## src/rtl/rce_pkg.sv

```systemverilog
package rce_pkg;
  typedef enum logic [2:0] {
    ST_IDLE, ST_FETCH, ST_DECODE, ST_COPY, ST_CQWAIT, ST_WRITE, ST_ADV
  } rce_state_e;

  localparam int DESC_WORDS = 8;
  localparam int CPL_WORDS  = 4;
  localparam int DW_W       = $clog2(DESC_WORDS);
  localparam int CW_W       = $clog2(CPL_WORDS);
  localparam logic [3:0]  OP_COPY    = 4'h4;
  localparam logic [14:0] STS_OK     = 15'd0;
  localparam logic [14:0] STS_BAD_OP = 15'd1;
  localparam int IE_BIT     = 8;
endpackage

```

## src/rtl/rce_wrap_idx.sv

```systemverilog
module rce_wrap_idx #(
  parameter int W = 10
) (
  input  logic         clk,
  input  logic         rst_n,
  input  logic         inc,
  input  logic [W-1:0] last,
  output logic [W-1:0] idx,
  output logic [W-1:0] nxt
);
  logic [W-1:0] idx_q;

  always_comb begin
    nxt = (idx_q == last) ? '0 : idx_q + W'(1);
  end

  always_ff @(posedge clk or negedge rst_n) begin
    if (!rst_n)   idx_q <= '0;
    else if (inc) idx_q <= nxt;
  end

  assign idx = idx_q;
endmodule

```

## src/rtl/rce_desc_regs.sv

```systemverilog
module rce_desc_regs
  import rce_pkg::*;
(
  input  logic            clk,
  input  logic            rst_n,
  input  logic            vld,
  input  logic [DW_W-1:0] widx,
  input  logic [31:0]     data,
  output logic [3:0]      op,
  output logic            ie,
  output logic [31:0]     len,
  output logic [63:0]     src,
  output logic [63:0]     dst
);
  logic [3:0]  op_q;
  logic        ie_q;
  logic [31:0] len_q;
  logic [63:0] src_q, dst_q;

  always_ff @(posedge clk or negedge rst_n) begin
    if (!rst_n) begin
      op_q  <= '0;
      ie_q  <= 1'b0;
      len_q <= '0;
      src_q <= '0;
      dst_q <= '0;
    end else if (vld) begin
      case (widx)
        DW_W'(0): begin op_q <= data[3:0]; ie_q <= data[IE_BIT]; end
        DW_W'(3): len_q <= data;
        DW_W'(4): src_q[31:0]  <= data;
        DW_W'(5): src_q[63:32] <= data;
        DW_W'(6): dst_q[31:0]  <= data;
        DW_W'(7): dst_q[63:32] <= data;
        default: ;
      endcase
    end
  end

  assign op  = op_q;
  assign ie  = ie_q;
  assign len = len_q;
  assign src = src_q;
  assign dst = dst_q;
endmodule

```

## src/rtl/rce_ctrl.sv

```systemverilog
module rce_ctrl
  import rce_pkg::*;
(
  input  logic            clk,
  input  logic            rst_n,
  input  logic            work,
  input  logic            op_copy,
  input  logic            cp_done,
  input  logic            cq_room,
  output logic            rd_req,
  output logic [DW_W-1:0] rd_word,
  output logic            rd_vld,
  output logic [DW_W-1:0] rd_idx,
  output logic            cp_req,
  output logic            wr_en,
  output logic [CW_W-1:0] wr_word,
  output logic            adv,
  output logic            bad_op
);
  rce_state_e      state_q, state_d;
  logic [DW_W-1:0] cnt_q, cnt_d;
  logic            bad_q, bad_d;
  logic            rd_vld_q;
  logic [DW_W-1:0] rd_idx_q;

  always_comb begin
    state_d = state_q;
    cnt_d   = cnt_q;
    bad_d   = bad_q;
    case (state_q)
      ST_IDLE:   if (work) begin state_d = ST_FETCH; cnt_d = '0; end
      ST_FETCH: begin
        cnt_d = cnt_q + DW_W'(1);
        if (cnt_q == DW_W'(DESC_WORDS - 1)) state_d = ST_DECODE;
      end
      ST_DECODE: begin
        bad_d   = !op_copy;
        state_d = op_copy ? ST_COPY : ST_CQWAIT;
      end
      ST_COPY:   if (cp_done) state_d = ST_CQWAIT;
      ST_CQWAIT: if (cq_room) begin state_d = ST_WRITE; cnt_d = '0; end
      ST_WRITE: begin
        cnt_d = cnt_q + DW_W'(1);
        if (cnt_q == DW_W'(CPL_WORDS - 1)) state_d = ST_ADV;
      end
      ST_ADV:    state_d = ST_IDLE;
      default:   state_d = ST_IDLE;
    endcase
  end

  always_ff @(posedge clk or negedge rst_n) begin
    if (!rst_n) begin
      state_q  <= ST_IDLE;
      cnt_q    <= '0;
      bad_q    <= 1'b0;
      rd_vld_q <= 1'b0;
      rd_idx_q <= '0;
    end else begin
      state_q  <= state_d;
      cnt_q    <= cnt_d;
      bad_q    <= bad_d;
      rd_vld_q <= rd_req;
      if (rd_req) rd_idx_q <= cnt_q;
    end
  end

  assign rd_req  = (state_q == ST_FETCH);
  assign rd_word = cnt_q;
  assign rd_vld  = rd_vld_q;
  assign rd_idx  = rd_idx_q;
  assign cp_req  = (state_q == ST_COPY);
  assign wr_en   = (state_q == ST_WRITE);
  assign wr_word = cnt_q[CW_W-1:0];
  assign adv     = (state_q == ST_ADV);
  assign bad_op  = bad_q;
endmodule

```

## src/rtl/ring_cmd_engine.sv

```systemverilog
module ring_cmd_engine
  import rce_pkg::*;
#(
  parameter int IW = 10
) (
  input  logic            clk,
  input  logic            rst_n,
  input  logic [IW-1:0]   cfg_sq_last,
  input  logic [IW-1:0]   cfg_cq_last,
  input  logic [IW-1:0]   db_sq_tail,
  input  logic [IW-1:0]   db_cq_head,
  output logic [IW-1:0]   sq_head,
  output logic [IW-1:0]   cq_tail,
  output logic            dr_req,
  output logic [IW+2:0]   dr_addr,
  input  logic [31:0]     dr_data,
  output logic            cp_req,
  output logic [63:0]     cp_src,
  output logic [63:0]     cp_dst,
  output logic [31:0]     cp_len,
  input  logic            cp_done,
  output logic            cw_en,
  output logic [IW+1:0]   cw_addr,
  output logic [31:0]     cw_data,
  output logic            irq
);
  localparam int HEAD_PAD = 16 - IW;

  logic [IW-1:0]   sq_nxt, cq_nxt;
  logic            adv, bad_op, rd_vld, d_ie;
  logic [DW_W-1:0] rd_word, rd_idx;
  logic [CW_W-1:0] wr_word;
  logic [3:0]      d_op;
  logic [14:0]     status;

  rce_wrap_idx #(.W(IW)) u_sq_idx (
    .clk(clk), .rst_n(rst_n), .inc(adv), .last(cfg_sq_last),
    .idx(sq_head), .nxt(sq_nxt));

  rce_wrap_idx #(.W(IW)) u_cq_idx (
    .clk(clk), .rst_n(rst_n), .inc(adv), .last(cfg_cq_last),
    .idx(cq_tail), .nxt(cq_nxt));

  rce_desc_regs u_desc (
    .clk(clk), .rst_n(rst_n), .vld(rd_vld), .widx(rd_idx), .data(dr_data),
    .op(d_op), .ie(d_ie), .len(cp_len), .src(cp_src), .dst(cp_dst));

  rce_ctrl u_ctrl (
    .clk(clk), .rst_n(rst_n),
    .work(sq_head != db_sq_tail), .op_copy(d_op == OP_COPY),
    .cp_done(cp_done), .cq_room(cq_nxt != db_cq_head),
    .rd_req(dr_req), .rd_word(rd_word), .rd_vld(rd_vld), .rd_idx(rd_idx),
    .cp_req(cp_req), .wr_en(cw_en), .wr_word(wr_word), .adv(adv),
    .bad_op(bad_op));

  assign dr_addr = {sq_head, rd_word};
  assign cw_addr = {cq_tail, wr_word};
  assign status  = bad_op ? STS_BAD_OP : STS_OK;

  always_comb begin
    case (wr_word)
      CW_W'(2): cw_data = {16'h0, {HEAD_PAD{1'b0}}, sq_nxt};
      CW_W'(3): cw_data = {status, 1'b1, 16'h0};
      default:  cw_data = 32'h0;
    endcase
  end

  assign irq = adv & d_ie;
endmodule

```

## config.mk

```make
export PLATFORM = sky130hd
export DESIGN_NAME = ring_cmd_engine
export DESIGN_NICKNAME = d
export VERILOG_FILES = /design/src/rtl/rce_pkg.sv /design/src/rtl/rce_wrap_idx.sv /design/src/rtl/rce_desc_regs.sv /design/src/rtl/rce_ctrl.sv /design/src/rtl/ring_cmd_engine.sv
export SDC_FILE = /design/constraint.sdc
export NUM_CORES = 1
export LEC_CHECK = 0
export ABC_AREA = 1
export BUFFER_PORTS_ARGS = -buffer_cell sky130_fd_sc_hd__buf_2
export CORE_ASPECT_RATIO = 1.5
export CORE_UTILIZATION = 45
export CTS_CLUSTER_SIZE = 28
export DETAILED_ROUTE_END_ITERATION = 7
export PLACE_DENSITY_LB_ADDON = 0.12
export SYNTH_ARGS = -nofsm -noshare
export SYNTH_HDL_FRONTEND = slang
export SYNTH_SLANG_ARGS = --single-unit
export TNS_END_PERCENT = 30
```

## constraint.sdc

```tcl
create_clock -name clk -period 2.4 [get_ports clk]
set_clock_uncertainty 0.1 [all_clocks]
set_input_delay 0.72 -clock clk [delete_from_list [all_inputs] [get_ports clk]]
set_output_delay 0.72 -clock clk [all_outputs]
set_load 0.01 [all_outputs]
```

==> results.sh <==
export IMPL_die_area_sq_mm=0.0196
export IMPL_fillCellCount=1834
export IMPL_synth_cells=967
export IMPL_crit_required_ps=1580
export IMPL_hold_buffers=0
export IMPL_syn_area_per_cell_sq_um=8.87
export IMPL_coreArea_sq_mm=0.0186
export IMPL_power_density_mw_per_mm2=1320
export IMPL_critical_path_endpoint_type="output pin"
export IMPL_startpoint_type="flop"
export IMPL_grt_pass1_wl_um=34300
export IMPL_cp_cell_sequence="nand2_2 -> nor2_2 -> nand2_2 -> nor3_4 -> nand2_2 -> nor2_2 -> inv_1 -> o21bai_1 -> nand3_1 -> nor2_1 -> buf_2"
export IMPL_critPathMostFrequentCell="nand2_2"
export IMPL_max_slew_margin_pct=55.0
export IMPL_fin_crit_ps=2920
export IMPL_hpwlAfterDp_um=16000
export IMPL_ys_flop_type="dfrtp_1"
export IMPL_timing_rr_start="u_cq_idx.idx[0]$_DFFE_PN0N_"
export IMPL_clk_pin_slew_ps=80
export IMPL_clk_path_buf_depth=2
export IMPL_vias=7214
export IMPL_drive_gt1_share_pct=31.9
export IMPL_final_hold_viol_count=0
export IMPL_critPathSlowestCell="dfrtp_1"
export IMPL_via_per_inst=4.73
export IMPL_synth_warnings=0
export IMPL_crit_arrival_ps=2100
export IMPL_drc_errors=0
export IMPL_track_usage_pct=22.8
export IMPL_syn_to_final_growth_pct=29.1
export IMPL_ys_seq_elements=196
export IMPL_synth_top_area_share_pct=57.2
export IMPL_crit_path_max_incr_delay_ps=410
export IMPL_die_width_um=115
export IMPL_die_y_um=171
export IMPL_antenna_left=0
export IMPL_start_util_pct=46.0
export IMPL_grt_pass1_vias=6673
export IMPL_row_count=61
export IMPL_synth_edff_count=0
export IMPL_nNetsFinal=1342
export IMPL_dr_pass1_iters=4
export IMPL_worstSetupPathType="flop to output pin"
export IMPL_overflow=0
export IMPL_cts_tree="yes"
export IMPL_p_total_mw=14.6
export IMPL_final_cells=1526
export IMPL_worstMarginPinSlew_ps=673
export IMPL_slew_violations=0
export IMPL_detail_route_wl_per_cell_um=14.4
export IMPL_synth_area_leaders="dfrtp_1 (57%), nand2_1 (11%), o21ai_0 (9.3%)"
export IMPL_hold_class="primary input to async pin"
export IMPL_yosys_top_cells_count="nand2_1 (240), dfrtp_1 (196), o21ai_0 (160)"
export IMPL_clock_sinks=196
export IMPL_outcome="finished with violations"
export IMPL_syn_area_sq_mm=0.00858
export IMPL_drt_wl_total_um=22000
export IMPL_rsz0062_at_grt="yes"
export IMPL_clk_latency_ps=430
export IMPL_place_inst=1490
export IMPL_ir_drop_mv=0.649
export IMPL_yosysUniqueCellTypes=31
export IMPL_final_cell_area_sq_mm=0.0111
export IMPL_port_buffers=295
export IMPL_grt_max_degree=65
export IMPL_cts_max_level=4
export IMPL_drv_cap=0
export IMPL_fmax_mhz=342
export IMPL_setup_viol=10
export IMPL_diodes=0
export IMPL_cts_buffers=17
export IMPL_critPathTopFamily="simple AND/OR/NAND/NOR gates"
export IMPL_place_gp_congestion=0.832
export IMPL_crit_fanout=4
export IMPL_root_buffer="clkbuf_16"
export IMPL_synthArstFlopShare_pct=100
export IMPL_finalCritPeriodShare_pct=122
export IMPL_seq_area_frac_synth_pct=57.2
export IMPL_worst_path_buf_inv=2
export IMPL_synth_most_common_cell="nand2_1"
export IMPL_crit_path_start="u_sq_idx.idx[0]$_DFFE_PN0N_"
export IMPL_fin_ws_ps=-520
export IMPL_place_area_sq_mm=0.0104
export IMPL_synth_largest_area_cell="dfrtp_1"
export IMPL_antenna_found_initial=0
export IMPL_first_iter_violations=308
export IMPL_violations="negative setup slack"
export IMPL_io_pins=316
export IMPL_power_leakage_nw=5.81
## report_power, final
group / switching, mW / internal, mW
logic: 3.49 / 2.54
registers: 0.988 / 4.80
clock network: 1.37 / 1.38
## metal layers
metal  GRT usage [%]  up-vias  share of wire, %
met1            27.4     3356                42
met2            39.1      230                50
met4            7.96        0               2.0
li1                -     3603                 -
met5               0        -                 0
met3            6.34       25               6.6
## state kept, by name, indices dropped and copies added, names as in the netlist, 3 cells and up
signal and flops:
u_sq_idx.idx 10, u_ctrl.rd_word 3, u_cq_idx.idx 10, u_desc.len 32, u_desc.dst 64, u_ctrl.state_q 3
u_ctrl.rd_idx 3, u_desc.op 4, u_desc.src 64
## final cells by class
type                            instances  area, sq um  area share (%)
Clock buffer                           18          429            3.88
Multi-Input combinational cell        622         3030            27.3
Sequential cell                       196         4900            44.3
Inverter                               88          330            2.98
Clock inverter                         14          136            1.23
Tap cell                              252          315            2.85
Timing Repair Buffer                  336         1930            17.4
## per-stage QoR
step	worst slack (ps)	hold slack (ps)	TNS [ps]	utilization [%]
finish	-520	164	-4740	59.5
global route	-749	197	-6230	59.5
CTS	-473	179	-3980	59.2
detailed placement	-319	367	-3010	55.9
global placement	-292	359	-2760	55.9
floorplan	-93.0	324	-635	-
## worst paths after layout
path / endpoint / slack [ps] / depth (start not counted)
setup / recovery: cw_data[9] / -520 / 11
hold / removal: u_cq_idx.idx[5]$_DFFE_PN0N_ / 160 / 1
setup reg to reg: u_ctrl.rd_word[2]$_DFFE_PN0P_ / 260 / 15
hold reg to reg: u_desc.src[1]$_DFFE_PN0P_ / 380 / 2
max in group asynchronous: u_desc.dst[32]$_DFFE_PN0P_ / 1410 / 2
min in group clk: u_desc.src[1]$_DFFE_PN0P_ / 380 / 2
## layout by cell type, fill, tap and decap left out, types with 4 or more instances in the layout
cell       count
clkbuf_16     17
dfrtp_1      196
a21oi_1       33
nand2_2        9
nor2_2         7
ha_1           5
nor2_1        62
buf_2        294
inv_8          5
nand4_1        6
xor2_1        15
nand3_1       19
inv_2          4
xnor2_1       14
buf_4         28
nand3_2        9
nor3_1         6
nand2_1      235
conb_1        20
inv_1         82
o21ai_0      159
buf_12        10
## what timing repair did
action,in CTS,in global routing
setup buffers,0,3
gates cloned,0,1
gates resized for setup,15,8
setup endpoints to repair,10,11
hold endpoints to repair,0,0
pin swaps,8,10
## logic make-up (layout without fill, tap and decap cells)
group / Yosys count / after routing / synth area share [%]
AND/OR/NAND/NOR: 367 / 367 / 17.7
adder cells (fa/ha/maj): 6 / 6 / 0.875
AO/OA/AOI/OAI: 200 / 200 / 11.8
flip-flops: 196 / 196 / 57.2
buffers and inverters: 168 / 456 / 9.37
other: 1 / 20 / 0.0437
XOR/XNOR: 29 / 29 / 2.96
Power figures use the tool's default switching activity.
